$ cat src/rtl/bm_pkg.sv
package bm_pkg;

    typedef struct packed {
        logic [1:0] width;
        logic       big;
        logic [1:0] swap;
    } bm_cfg_t;

    // index of the final beat for a width code
    function automatic logic [1:0] last_beat(input logic [1:0] width);
        unique case (width)
            2'b00:   return 2'd0;
            2'b01:   return 2'd1;
            default: return 2'd3;
        endcase
    endfunction

    // each swap mode maps lane i to lane i xor key
    function automatic logic [1:0] lane_key(input logic [1:0] mode);
        unique case (mode)
            2'd0: return 2'd0;
            2'd1: return 2'd3;
            2'd2: return 2'd2;
            2'd3: return 2'd1;
        endcase
    endfunction

    // which part of the word (0 = most significant) a beat carries
    function automatic logic [1:0] group_of(input bm_cfg_t c, input logic [1:0] beat);
        return c.big ? beat : last_beat(c.width) - beat;
    endfunction

endpackage

$ cat src/rtl/bm_lane_swap.sv
module bm_lane_swap #(
    parameter int LANE_W = 9
) (
    input  logic [1:0]          mode,
    input  logic [4*LANE_W-1:0] din,
    output logic [4*LANE_W-1:0] dout
);
    localparam int LANES = 4;

    logic [1:0] key;
    assign key = bm_pkg::lane_key(mode);

    always_comb begin
        dout = '0;
        for (int i = 0; i < LANES; i++) begin
            dout[(LANES-1-i)*LANE_W +: LANE_W] =
                din[(LANES-1-int'(2'(i) ^ key))*LANE_W +: LANE_W];
        end
    end
endmodule

$ cat src/rtl/bm_tx_unpack.sv
module bm_tx_unpack
    import bm_pkg::*;
#(
    parameter int LANE_W = 9
) (
    input  logic                clk,
    input  logic                rst_n,
    input  bm_cfg_t             cfg,
    input  logic [4*LANE_W-1:0] src_data,
    input  logic                src_valid,
    output logic                src_pop,
    output logic [4*LANE_W-1:0] pout_data,
    output logic                pout_valid,
    input  logic                pout_ready
);
    localparam int W    = 4*LANE_W;
    localparam int HALF = 2*LANE_W;

    typedef enum logic {TX_IDLE, TX_SEND} tx_state_e;

    tx_state_e      state_q, state_d;
    bm_cfg_t        cfg_q;
    logic [W-1:0]   word_q, swapped;
    logic [1:0]     beat_q, grp;
    logic           last;

    bm_lane_swap #(.LANE_W(LANE_W)) u_swap (
        .mode(cfg.swap), .din(src_data), .dout(swapped)
    );

    assign last = (beat_q == last_beat(cfg_q.width));
    assign grp  = group_of(cfg_q, beat_q);

    always_comb begin
        state_d = state_q;
        unique case (state_q)
            TX_IDLE: if (src_valid)          state_d = TX_SEND;
            TX_SEND: if (pout_ready && last) state_d = TX_IDLE;
        endcase
    end

    always_ff @(posedge clk) begin
        if (!rst_n) begin
            state_q <= TX_IDLE;
            cfg_q   <= '0;
            word_q  <= '0;
            beat_q  <= '0;
        end else begin
            state_q <= state_d;
            if (state_q == TX_IDLE && src_valid) begin
                cfg_q  <= cfg;
                word_q <= swapped;
                beat_q <= '0;
            end else if (state_q == TX_SEND && pout_ready) begin
                beat_q <= last ? 2'd0 : beat_q + 2'd1;
            end
        end
    end

    always_comb begin
        pout_valid = 1'b0;
        src_pop    = 1'b0;
        pout_data  = '0;
        unique case (state_q)
            TX_IDLE: ;
            TX_SEND: begin
                pout_valid = 1'b1;
                src_pop    = pout_ready && last;
                unique case (cfg_q.width)
                    2'b00:   pout_data = word_q;
                    2'b01:   pout_data[HALF-1:0] = word_q[(1-int'(grp))*HALF +: HALF];
                    default: pout_data[LANE_W-1:0] = word_q[(3-int'(grp))*LANE_W +: LANE_W];
                endcase
            end
        endcase
    end

    // the source is popped only together with an accepted transfer
    a_r6_pop_with_transfer: assert property (@(posedge clk) disable iff (!rst_n)
        src_pop |-> (pout_valid && pout_ready));

    // a stalled outbound transfer keeps its data
    a_r7_tx_hold: assert property (@(posedge clk) disable iff (!rst_n)
        (pout_valid && !pout_ready) |=> (pout_valid && $stable(pout_data)));
endmodule

$ cat src/rtl/bm_rx_pack.sv
module bm_rx_pack
    import bm_pkg::*;
#(
    parameter int LANE_W = 9
) (
    input  logic                clk,
    input  logic                rst_n,
    input  bm_cfg_t             cfg,
    input  logic [4*LANE_W-1:0] pin_data,
    input  logic                pin_valid,
    output logic                pin_ready,
    output logic [4*LANE_W-1:0] snk_data,
    output logic                snk_valid,
    input  logic                snk_ready
);
    localparam int W    = 4*LANE_W;
    localparam int HALF = 2*LANE_W;

    typedef enum logic [1:0] {RX_IDLE, RX_FILL, RX_HOLD} rx_state_e;

    rx_state_e      state_q, state_d;
    bm_cfg_t        cfg_q, cfg_eff;
    logic [W-1:0]   acc_q, acc_d;
    logic [1:0]     beat_q, beat_eff, grp;
    logic           last, take;

    // settings are taken live for the first beat, latched for the rest
    assign cfg_eff  = (state_q == RX_IDLE) ? cfg : cfg_q;
    assign beat_eff = (state_q == RX_IDLE) ? 2'd0 : beat_q;
    assign grp      = group_of(cfg_eff, beat_eff);
    assign last     = (beat_eff == last_beat(cfg_eff.width));
    assign take     = pin_valid && pin_ready;

    always_comb begin
        acc_d = acc_q;
        unique case (cfg_eff.width)
            2'b00:   acc_d = pin_data;
            2'b01:   acc_d[(1-int'(grp))*HALF +: HALF] = pin_data[HALF-1:0];
            default: acc_d[(3-int'(grp))*LANE_W +: LANE_W] = pin_data[LANE_W-1:0];
        endcase
    end

    always_comb begin
        state_d = state_q;
        unique case (state_q)
            RX_IDLE, RX_FILL: if (take) state_d = last ? RX_HOLD : RX_FILL;
            RX_HOLD:          if (snk_ready) state_d = RX_IDLE;
            default:          state_d = RX_IDLE;
        endcase
    end

    always_ff @(posedge clk) begin
        if (!rst_n) begin
            state_q <= RX_IDLE;
            cfg_q   <= '0;
            acc_q   <= '0;
            beat_q  <= '0;
        end else begin
            state_q <= state_d;
            if (take) begin
                acc_q  <= acc_d;
                beat_q <= last ? 2'd0 : beat_eff + 2'd1;
                if (state_q == RX_IDLE) cfg_q <= cfg;
            end
        end
    end

    bm_lane_swap #(.LANE_W(LANE_W)) u_unswap (
        .mode(cfg_q.swap), .din(acc_q), .dout(snk_data)
    );

    always_comb begin
        pin_ready = 1'b1;
        snk_valid = 1'b0;
        unique case (state_q)
            RX_IDLE, RX_FILL: ;
            RX_HOLD: begin
                pin_ready = 1'b0;
                snk_valid = 1'b1;
            end
            default: ;
        endcase
    end

    // a word appears only right after an accepted inbound transfer
    a_r6_push_after_last: assert property (@(posedge clk) disable iff (!rst_n)
        $rose(snk_valid) |-> $past(pin_valid && pin_ready));

    // a word refused by the sink stays unchanged
    a_r7_rx_hold: assert property (@(posedge clk) disable iff (!rst_n)
        (snk_valid && !snk_ready) |=> (snk_valid && $stable(snk_data)));
endmodule

$ cat src/rtl/bm_port_adapter.sv
module bm_port_adapter
    import bm_pkg::*;
#(
    parameter int LANE_W = 9
) (
    input  logic                clk,
    input  logic                rst_n,
    input  logic [1:0]          cfg_width,
    input  logic                cfg_big_endian,
    input  logic [1:0]          cfg_swap,
    input  logic [4*LANE_W-1:0] src_data,
    input  logic                src_valid,
    output logic                src_pop,
    output logic [4*LANE_W-1:0] pout_data,
    output logic                pout_valid,
    input  logic                pout_ready,
    input  logic [4*LANE_W-1:0] pin_data,
    input  logic                pin_valid,
    output logic                pin_ready,
    output logic [4*LANE_W-1:0] snk_data,
    output logic                snk_valid,
    input  logic                snk_ready
);
    bm_cfg_t cfg;
    assign cfg = '{width: cfg_width, big: cfg_big_endian, swap: cfg_swap};

    bm_tx_unpack #(.LANE_W(LANE_W)) u_tx (
        .clk(clk), .rst_n(rst_n), .cfg(cfg),
        .src_data(src_data), .src_valid(src_valid), .src_pop(src_pop),
        .pout_data(pout_data), .pout_valid(pout_valid), .pout_ready(pout_ready)
    );

    bm_rx_pack #(.LANE_W(LANE_W)) u_rx (
        .clk(clk), .rst_n(rst_n), .cfg(cfg),
        .pin_data(pin_data), .pin_valid(pin_valid), .pin_ready(pin_ready),
        .snk_data(snk_data), .snk_valid(snk_valid), .snk_ready(snk_ready)
    );
endmodule

$ cat config.mk
export PLATFORM = sky130hd
export DESIGN_NAME = bm_port_adapter
export DESIGN_NICKNAME = d
export VERILOG_FILES = /design/src/rtl/bm_pkg.sv /design/src/rtl/bm_lane_swap.sv /design/src/rtl/bm_tx_unpack.sv /design/src/rtl/bm_rx_pack.sv /design/src/rtl/bm_port_adapter.sv
export SDC_FILE = /design/constraint.sdc
export NUM_CORES = 1
export LEC_CHECK = 0
export BUFFER_PORTS_ARGS = -buffer_cell sky130_fd_sc_hd__buf_2
export CAP_MARGIN = 20
export CORE_ASPECT_RATIO = 0.5
export CORE_MARGIN = 4
export CORE_UTILIZATION = 41
export DETAILED_ROUTE_END_ITERATION = 16
export GPL_TIMING_DRIVEN = 0
export SYNTH_ARGS = -nofsm -noshare
export SYNTH_HDL_FRONTEND = slang
export SYNTH_SLANG_ARGS = --single-unit
$ cat constraint.sdc
create_clock -name clk -period 5.3 [get_ports clk]
set_clock_uncertainty 0.05 [all_clocks]
set_input_delay 0.53 -clock clk [delete_from_list [all_inputs] [get_ports clk]]
set_output_delay 0.53 -clock clk [all_outputs]
set_load 0.02 [all_outputs]
==> flow_metrics.tcl <==
set metrics [dict create \
    outcome "complete, no violations" \
    dp_hpwl_mm 30.3 \
    worstSetupStartpointType "flop" \
    setup_violations 0 \
    drt_iter0_drc 1028 \
    die_h_um 114 \
    synth-xor-area-share_pct 0.474 \
    grt_max_degree 19 \
    holdCritPathClass "in2reg" \
    ys_seq_area_share_pct 18.9 \
    cts.sinks 87 \
    drt_drc_violations_left 0 \
    root_buffer "clkbuf_16" \
    cts.clk_slew.worst_paths_ps 80 \
    rsz0062_at_grt "yes" \
    initial_utilization_pct 42.1 \
    stdcell_count 1608 \
    p_leak_nw 5.02 \
    hold_viol 0 \
    power.density_nw_per_um2 307 \
    synth_area_per_cell_sq_um 8.20 \
    cts_max_level 3 \
    path_max_fanout 12 \
    yosysTopAreaCell "mux2i_1" \
    cts_buffer_depth 2 \
    cts_buffers 9 \
    antenna_found_initial 0 \
    synth_top_flop_cell "dfxtp_1" \
    die_w_um 220 \
    fillers 2198 \
    grt_pass1_wl_mm 57.6 \
    yosys.area_share.simple_pct 15.5 \
    post-route-period-util_pct 97.6 \
    required_ps 5500 \
    netlist_top_cells_area "mux2i_1, dfxtp_1, mux2_2" \
    drt_first_pass_iters 7 \
    ant_nets 0 \
    slew_violations 0 \
    ys.warnings.count 0 \
    synthMostInstantiatedCell "mux2i_1" \
    max-slew-margin-rel_pct 43.1 \
    io_buffers 156 \
    dp.cells 1583 \
    antenna_cells 0 \
    coreArea_sq_um 21900 \
    vias 10200 \
    cts_tree "done" \
    gr-total-overflow 0 \
    die_area_sq_um 25100 \
    grt_use_total_pct 29.6 \
    ir_worst_vdd_v 0.000225 \
    async_reset_ff_share_pct 0 \
    worstMarginPinSlew_ps 854 \
    synth_top_family_by_area "multiplexers" \
    max_freq_mhz 193 \
    cts_hold_buf 0 \
    drive_gt1_share_pct 24.1 \
    io_pins 159 \
    end_kind "flop" \
    yosys.area_share.adder_pct 1.76 \
    yosysTopAreaCellShare_pct 22.3 \
    routedWlPerCell_um 23.6 \
    syn-instance-count 1126 \
    rows 38 \
    synth_common_cells "mux2i_1, nand2_1, o21ai_0" \
    fin_crit_ps 5170 \
    vias_per_cell 6.33 \
    nNetsFinal 1399 \
    synthDistinctLibCells 72 \
    synthesis.nets 1222 \
    crit_arrival_ps 5370 \
    synth-seq-cells 87 \
    synthMuxAreaShare_pct 32.1 \
    max-cap-violations 0 \
    syn_to_final_growth_pct 17.9 \
    place_congestion 0.993 \
    wl_mm 38.0 \
    synth-edff-count 0 \
    power_mw 3.35 \
    grt_pass1_vias 9833 \
    clk_latency_ps 370 \
    netlist_area_sq_um 9240 \
    worstSetupPathType "reg2reg" \
    setup_tns_ps 0 \
    synth_compound_gate_area_share_pct 26.0 \
]
-- final timing paths --
kind | start | end | slack (ps) | depth (start not counted)
worst max-delay path | u_rx.state_q[1] | flop | 130 | 19
worst min-delay path | pin_data[35] | flop | 380 | 3
worst max register to register | u_rx.state_q[1] | flop | 130 | 19
worst min register to register | flop | flop | 500 | 2
-- cells in the final DEF (no fill, tap or decap), drive strengths merged, types with 4 or more instances in the layout --
cell type / synthesis / final
o211a: 25 / 25
a22oi: 4 / 4
nor3: 15 / 15
o32ai: 4 / 4
mux2: 50 / 50
o21a: 10 / 10
o221a: 10 / 10
nor2b: 15 / 15
or3: 8 / 8
nand4: 5 / 5
a21oi: 44 / 44
nand2: 109 / 109
o21ai: 90 / 90
mux2i: 206 / 206
and3: 22 / 22
inv: 17 / 20
clkbuf: 57 / 66
a221o: 7 / 7
o22ai: 9 / 9
ha: 13 / 13
o221ai: 14 / 14
a21boi: 18 / 18
a41oi: 4 / 4
o211ai: 23 / 23
nor2: 65 / 65
nand2b: 11 / 11
clkinv: 2 / 4
o2bb2ai: 4 / 4
a32oi: 7 / 7
a31oi: 14 / 14
dfxtp: 87 / 87
nand3: 13 / 13
mux4: 15 / 15
a211oi: 16 / 16
a221oi: 17 / 17
and2: 17 / 17
buf: 40 / 206
-- cells by family after synthesis --
family                   after synthesis
AO/OA/AOI/OAI                        337
AND/OR/NAND/NOR                      297
multiplexers                         271
buffers and inverters                116
flip-flops                            87
adder cells (fa/ha/maj)               13
XOR/XNOR                               5
-- critical path, stage by stage, from the launching register on --
cell      delay (ps)
dfxtp_1          350
buf_6            150
or4_1            530
o31ai_4          180
buf_6            240
buf_4            250
ha_1             290
or4_1            400
o31a_1           150
buf_6            160
clkinv_4         120
buf_6            180
buf_4            220
ha_1             160
clkbuf_2         230
clkbuf_4         290
nor2_1           190
a221oi_2         410
o211ai_1         210
o221a_2          270
-- metrics by stage --
stage	setup slack, ps	hold WS, ps	utilization (%)	area (sq um)
detailed placement	-951	486	47.4	10400
finish	130	377	49.7	10900
floorplan	654	421	-	9240
CTS	10.2	372	49.0	10700
global placement	-908	462	47.4	10400
global route	-22.9	384	49.7	10900
-- power breakdown --
part / internal (mW) / switching, mW
combinational: 0.682 / 1.17
sequential: 0.726 / 0.121
clock: 0.334 / 0.319
-- per-layer routing --
metal	track usage (%)	routed length (um)	up-vias
met5	0	0	-
met4	8.57	1110	0
met3	4.93	2500	73
met2	48.4	17300	431
met1	40.4	17100	5011
li1	-	-	4659
-- area by class of cell --
| cell class | count | area [sq um] | share of cell area [%] |
|---|---|---|---|
| Inverter | 19 | 81.3 | 0.747 |
| Timing Repair Buffer | 167 | 861 | 7.91 |
| Multi-Input combinational cell | 923 | 7090 | 65.1 |
| Clock inverter | 7 | 75.1 | 0.689 |
| Sequential cell | 87 | 1740 | 16.0 |
| Tap cell | 300 | 375 | 3.45 |
| Buffer | 96 | 438 | 4.02 |
| Clock buffer | 9 | 225 | 2.07 |
-- timing repair --
item / in CTS / in global routing
pin swaps: 1 / 3
cloned: 0 / 0
buffers inserted: 0 / 10
resized for setup: 14 / 19
endpoints found under the setup margin: 53 / 43
(Power assumes the default switching activity.)
